==> src/rtl/flash_tick_gen.sv <==
module flash_tick_gen #(
  parameter int EXT_EN    = 1,
  parameter int WR_W      = 8,
  parameter int ER_W      = 10,
  parameter int US_PER_MS = 1000
) (
  input  logic            clk,
  input  logic            rst_n,
  input  logic            ext_clk,
  input  logic [WR_W-1:0] wr_count,
  input  logic [ER_W-1:0] er_count,
  input  logic [1:0]      src_sel,
  output logic            us_tick,
  output logic            ms_tick
);
  localparam int UPM_W = $clog2(US_PER_MS);
  localparam int MS_W  = (ER_W > UPM_W) ? ER_W : UPM_W;
  localparam int CFG_W = 2 + WR_W + ER_W;
  localparam logic [1:0] SRC_SYS = 2'b00, SRC_EXT_ALL = 2'b10;

  logic            ext_rise;
  logic [1:0]      mode;
  logic [ER_W-1:0] er_eff;

  generate
    if (EXT_EN != 0) begin : g_ext
      logic [2:0] ext_sync;
      always_ff @(posedge clk or negedge rst_n)
        if (!rst_n) ext_sync <= '0;
        else        ext_sync <= {ext_sync[1:0], ext_clk};
      assign ext_rise = ext_sync[1] & ~ext_sync[2];
      assign mode     = (src_sel == 2'b11) ? SRC_SYS : src_sel;
      assign er_eff   = er_count;
    end else begin : g_noext
      logic unused_ext;
      assign unused_ext = ext_clk ^ (^er_count) ^ (^src_sel);
      assign ext_rise   = 1'b0;
      assign mode       = SRC_SYS;
      assign er_eff     = '0;
    end
  endgenerate

  logic [CFG_W-1:0] cfg, cfg_q;
  logic [WR_W-1:0]  us_cnt;
  logic [MS_W-1:0]  ms_cnt, ms_limit;
  logic             us_en, us_hit, ms_en, ms_hit, restart;

  assign cfg      = {mode, wr_count, er_eff};
  assign restart  = cfg != cfg_q;
  assign us_en    = (mode == SRC_EXT_ALL) ? ext_rise : 1'b1;
  assign us_hit   = ({1'b0, us_cnt} + 1'b1) >= {1'b0, wr_count};
  assign ms_en    = (mode == SRC_SYS) ? us_tick : ext_rise;
  assign ms_limit = (mode == SRC_SYS) ? MS_W'(US_PER_MS - 1) : MS_W'(er_eff);
  assign ms_hit   = ms_cnt >= ms_limit;

  always_ff @(posedge clk or negedge rst_n) begin
    if (!rst_n) begin
      cfg_q   <= '0;
      us_cnt  <= '0;
      ms_cnt  <= '0;
      us_tick <= 1'b0;
      ms_tick <= 1'b0;
    end else if (restart) begin
      cfg_q   <= cfg;
      us_cnt  <= '0;
      ms_cnt  <= '0;
      us_tick <= 1'b0;
      ms_tick <= 1'b0;
    end else begin
      us_tick <= us_en & us_hit;
      ms_tick <= ms_en & ms_hit;
      if (us_en) us_cnt <= us_hit ? '0 : us_cnt + 1'b1;
      if (ms_en) ms_cnt <= ms_hit ? '0 : ms_cnt + 1'b1;
    end
  end
endmodule

==> config.mk <==
export PLATFORM = sky130hd
export DESIGN_NAME = flash_tick_gen
export DESIGN_NICKNAME = d
export VERILOG_FILES = /design/src/rtl/flash_tick_gen.sv
export SDC_FILE = /design/constraint.sdc
export NUM_CORES = 1
export LEC_CHECK = 0
export BUFFER_PORTS_ARGS = -buffer_cell sky130_fd_sc_hd__buf_2
export CAP_MARGIN = 40
export CELL_PAD_IN_SITES_DETAIL_PLACEMENT = 1
export CELL_PAD_IN_SITES_GLOBAL_PLACEMENT = 2
export CORE_AREA = 4 4 93 95
export CTS_CLUSTER_DIAMETER = 80
export DETAILED_ROUTE_END_ITERATION = 16
export DIE_AREA = 0 0 97 99
export PLACE_DENSITY = 0.77
export SETUP_SLACK_MARGIN = 0.5
export SLEW_MARGIN = 20
export SYNTH_ARGS = -nofsm -noshare
export SYNTH_HDL_FRONTEND = slang
export SYNTH_SLANG_ARGS = --single-unit
==> constraint.sdc <==
create_clock -name clk -period 2.7 [get_ports clk]
set_input_delay 0.405 -clock clk [delete_from_list [all_inputs] [get_ports clk]]
set_output_delay 0.405 -clock clk [all_outputs]
set_load 0.02 [all_outputs]
==> results.md <==
* Result of the run: complete, but fails checks
* Violations in the final reports: negative setup slack
* Height of the die at between 90 and 100 um
* Count of endpoints failing setup in the final report at 3
* Buffers added on ports at 24
* Cells after DPL at 376
* Layout overhead on the synthesized area at 24.7%
* Crit Reg-Reg Startpoint: us_cnt[1]
* Post-detailed-route count of antenna-violating nets at 0
* Register-to-register path setup slack at -0.04 ns
* Die X at 97 um
* Average via count per standard cell at between 5 and 6
* Floorplan core area at around 7700 sq um
* Number of distinct library cells after synthesis at between 40 and 50
* Worst reg2reg endpoint: us_cnt[5]
* Starting density of the core at 0.337
* Storage cell area at ~1100 sq um
* Count of state elements after synthesis at 43
* Area taken by multi-input logic gates at 1620 sq um
* Clock Sinks at 43
* Setup Total Neg Slack at -0.0521 ns
* Number of max-slew violations in the final report at 0
* Met1 Resource Use GR at 0.189
* Max clock buf depth at 2
* Top FF cell, synth: sky130_fd_sc_hd__dfrtp_1
* Full die area at 9600 sq um
* Pin count of the biggest net entering global routing at 27
* Count of pins on the block boundary at 25
* M3 GR Usage at 0.0255
* Final cycle utilization of the critical path at 1.01
* Worst Reg2Reg Path Length in Cells at 12
* DR WL/cell at 16.1 um
* Share of cells above drive strength 1 at 0.333
* Max Clk Rate at 365 MHz
* Sum of net half-perimeters after detailed placement at 4810 um
* Worst Skew at 0.00607 ns
* Hold violation total from the final report at 0
* CP Max Fanout at 11
* Gate count after technology mapping at 265
* Total DRC errors in the routed layout at 0
* Async SR Flop Fraction at 1.00
* Power per cell area at 395 nW/um^2
* Final min period at roughly 2.7 ns
* Critical path arrival at 2.96 ns
* Setup ws final at -0.0380 ns
* Register area share after synthesis at 0.413
* Clock root buffer: sky130_fd_sc_hd__clkbuf_8
* Layout filler cell count at ~870
* MaxCap Viol Count at 0
* Total Routed Length at 6320 um
* Endpoint kind of the worst setup timing path: flip-flop
* EDFF count, synth at 0
* Normalized max-slew margin at 0.584
* Insertion delay of the later-clocked pin in the worst-skew pair at around 0.30 ns
* Worst IR drop on VDD at between 0.15 and 0.2 mV
* DR pass1 iterations at 4
* Leakage power at 1.40 nW
* Wire length of the first global-routing pass at 10,700 um
* TritonCTS clock tree: built
* Number of buffers inserted for hold repair after clock tree synthesis at 0
* Total Nets Final at 335
* Overall global routing resource usage at 0.139
* Critical Path Start Type: flip-flop
* Syn nets at a little over 300
* Post-layout instance count excluding filler cells at around 400
* Number of cell rows at 32
* Number of synthesis warnings at 0
* Cts bufs inserted at 5
* Worst hold-check path type: in -> async
* Global-route congestion overflow total at 0
* DRT iter0 DRCs at 37
* Vias in the first global route at 2,174
* Antenna diode count at 0
* RD Place Congestion at 0.771
* Deepest level of the CTS H-tree at 2
* Data required, critical path at around 3 ns
* Busiest grt layer: met2
* RSZ-0062 raised after global routing: true
* Met2 global-route usage at 0.229
* Total standard cell area after synthesis at about 2600 sq um
* Clock transition at the register clock pins on the worst setup and hold paths after CTS at 0.09 ns
* Actual slew at the worst max-slew pin at approximately 0.62 ns
* Post-Syn Area per Cell at 9.83 sq um
* Critical Setup Path Class: reg -> reg
* Initial antenna violation count at 0
* Via count at approximately 2,000
-- metrics by stage --
stage | worst slack (ns) | hold slack (ns) | instance area, sq um | util | power [W]
global placement | 0.0705 | 0.332 | 2990 | 0.386 | 0.000821
finish | -0.0380 | 0.111 | 3250 | 0.420 | 0.00128
global route | -0.221 | 0.160 | 3250 | 0.420 | 0.00136
CTS | -0.0588 | 0.128 | 3120 | 0.404 | 0.00129
detailed placement | -0.0340 | 0.336 | 2990 | 0.386 | 0.000825
floorplan | 0.0462 | 0.109 | 2790 | - | 0.000769
-- layout make-up --
type,count,area share
clock buffer,6,0.0254
clock inverter,2,0.00501
inverter,14,0.0169
multi-input combinational,184,0.497
sequential,43,0.331
tap,102,0.0393
timing repair buffer,42,0.0847
-- critical path, stage by stage (launching register included) --
cell                       delay (ns)
sky130_fd_sc_hd__dfrtp_1         0.43
sky130_fd_sc_hd__ha_4            0.18
sky130_fd_sc_hd__and3_4          0.17
sky130_fd_sc_hd__and3_4          0.18
sky130_fd_sc_hd__xor2_1          0.14
sky130_fd_sc_hd__ha_1            0.30
sky130_fd_sc_hd__a211o_1         0.30
sky130_fd_sc_hd__a211oi_2        0.18
sky130_fd_sc_hd__a21oi_2         0.09
sky130_fd_sc_hd__a311oi_2        0.19
sky130_fd_sc_hd__buf_4           0.22
sky130_fd_sc_hd__a31oi_1         0.12
sky130_fd_sc_hd__o21ai_1         0.17
-- cells by family after synthesis --
logic type / after synthesis / synth area share
AO/OA/AOI/OAI: 52 / 0.148
XOR/XNOR: 26 / 0.0874
adder cells (fa/ha/maj): 22 / 0.106
buffers and inverters: 38 / 0.0605
flip-flops: 43 / 0.413
multiplexers: 3 / 0.0115
AND/OR/NAND/NOR: 81 / 0.174
-- how the worst max path moves through the flow --
stage	cells after the start	endpoint	slack (ns)	from
final	12	us_cnt[5]	-0.04	us_cnt[1]
after global routing	12	us_cnt[4]	-0.22	us_cnt[1]
after CTS	12	us_cnt[5]	-0.06	us_cnt[1]
after detailed placement	12	us_cnt[5]	-0.03	us_cnt[1]
after global placement	12	us_cnt[4]	0.07	us_cnt[1]
after floorplan	12	us_cnt[3]	0.05	us_cnt[0]
-- Yosys cell counts, types with 2 or more instances --
library cell | instances | area [sq um]
sky130_fd_sc_hd__dfrtp_1 | 43 | 1080
sky130_fd_sc_hd__ha_1 | 22 | 275
sky130_fd_sc_hd__xor2_1 | 22 | 193
sky130_fd_sc_hd__clkbuf_1 | 21 | 78.8
sky130_fd_sc_hd__nand2_1 | 20 | 75.1
sky130_fd_sc_hd__nand3_1 | 18 | 90.1
sky130_fd_sc_hd__inv_1 | 14 | 52.6
sky130_fd_sc_hd__a21oi_1 | 11 | 55.1
sky130_fd_sc_hd__nor2_1 | 11 | 41.3
sky130_fd_sc_hd__o21ai_0 | 9 | 45.0
sky130_fd_sc_hd__and3_1 | 7 | 43.8
sky130_fd_sc_hd__a31oi_1 | 4 | 25.0
sky130_fd_sc_hd__nand2b_1 | 4 | 25.0
sky130_fd_sc_hd__nor4_1 | 4 | 25.0
sky130_fd_sc_hd__o32ai_1 | 4 | 35.0
sky130_fd_sc_hd__xnor2_1 | 4 | 35.0
sky130_fd_sc_hd__a21boi_0 | 3 | 22.5
sky130_fd_sc_hd__mux2i_1 | 3 | 30.0
sky130_fd_sc_hd__nor3_1 | 3 | 15.0
sky130_fd_sc_hd__o21ai_1 | 3 | 15.0
sky130_fd_sc_hd__o32ai_2 | 3 | 48.8
sky130_fd_sc_hd__a211oi_1 | 2 | 15.0
sky130_fd_sc_hd__a21o_1 | 2 | 15.0
sky130_fd_sc_hd__a32o_1 | 2 | 20.0
sky130_fd_sc_hd__buf_4 | 2 | 15.0
sky130_fd_sc_hd__nor2b_1 | 2 | 12.5
sky130_fd_sc_hd__nor3_4 | 2 | 32.5
sky130_fd_sc_hd__nor4_2 | 2 | 25.0
sky130_fd_sc_hd__o21a_1 | 2 | 15.0
-- flip-flops by register name (all words and copies together) (netlist names) --
| signal | flops |
|---|---|
| cfg_q | 20 |
| ms_tick | 1 |
| us_cnt | 8 |
| ms_cnt | 10 |
| us_tick | 1 |
| g_ext.ext_sync | 3 |
-- layer usage --
metal / wire length (um) / vias up
li1: - / 975
met1: 3150 / 995
met2: 2970 / 24
met3: 126 / 6
met4: 74 / 0
met5: 0 / -
-- report_power, final --
| group | switching (W) | internal [W] | total [W] |
|---|---|---|---|
| clock network | 0.000247 | 0.000209 | 0.000456 |
| registers | 0.00000733 | 0.000661 | 0.000668 |
| logic | 0.0000889 | 0.0000694 | 0.000158 |
| total | 0.000343 | 0.000940 | 0.00128 |
-- layout by cell type, fill, tap and decap left out, drive strengths merged --
master / synthesis / routed
a211o: 1 / 1
a211oi: 3 / 3
a21boi: 3 / 3
a21o: 2 / 2
a21oi: 11 / 11
a311oi: 2 / 2
a31oi: 5 / 5
a32o: 2 / 2
and2: 1 / 1
and3: 7 / 7
buf: 3 / 42
clkbuf: 21 / 6
clkinv: 0 / 1
clkinvlp: 0 / 1
dfrtp: 43 / 43
ha: 22 / 22
inv: 14 / 14
mux2i: 3 / 3
nand2: 20 / 20
nand2b: 4 / 4
nand3: 20 / 20
nand4: 1 / 1
nor2: 12 / 12
nor2b: 2 / 2
nor3: 5 / 5
nor4: 6 / 6
o2111ai: 1 / 1
o21a: 2 / 2
o21ai: 12 / 12
o221ai: 1 / 1
o32ai: 7 / 7
or2: 2 / 2
or3b: 1 / 1
xnor2: 4 / 4
xor2: 22 / 22
-- timing repair --
item                                    CTS  global route
cloned                                    0             0
pin swaps                                 3            14
endpoints found under the setup margin   12            20
buffers inserted                          4             5
gates resized for setup                   3            22
Note: power is estimated with default switching activity, not from simulation.
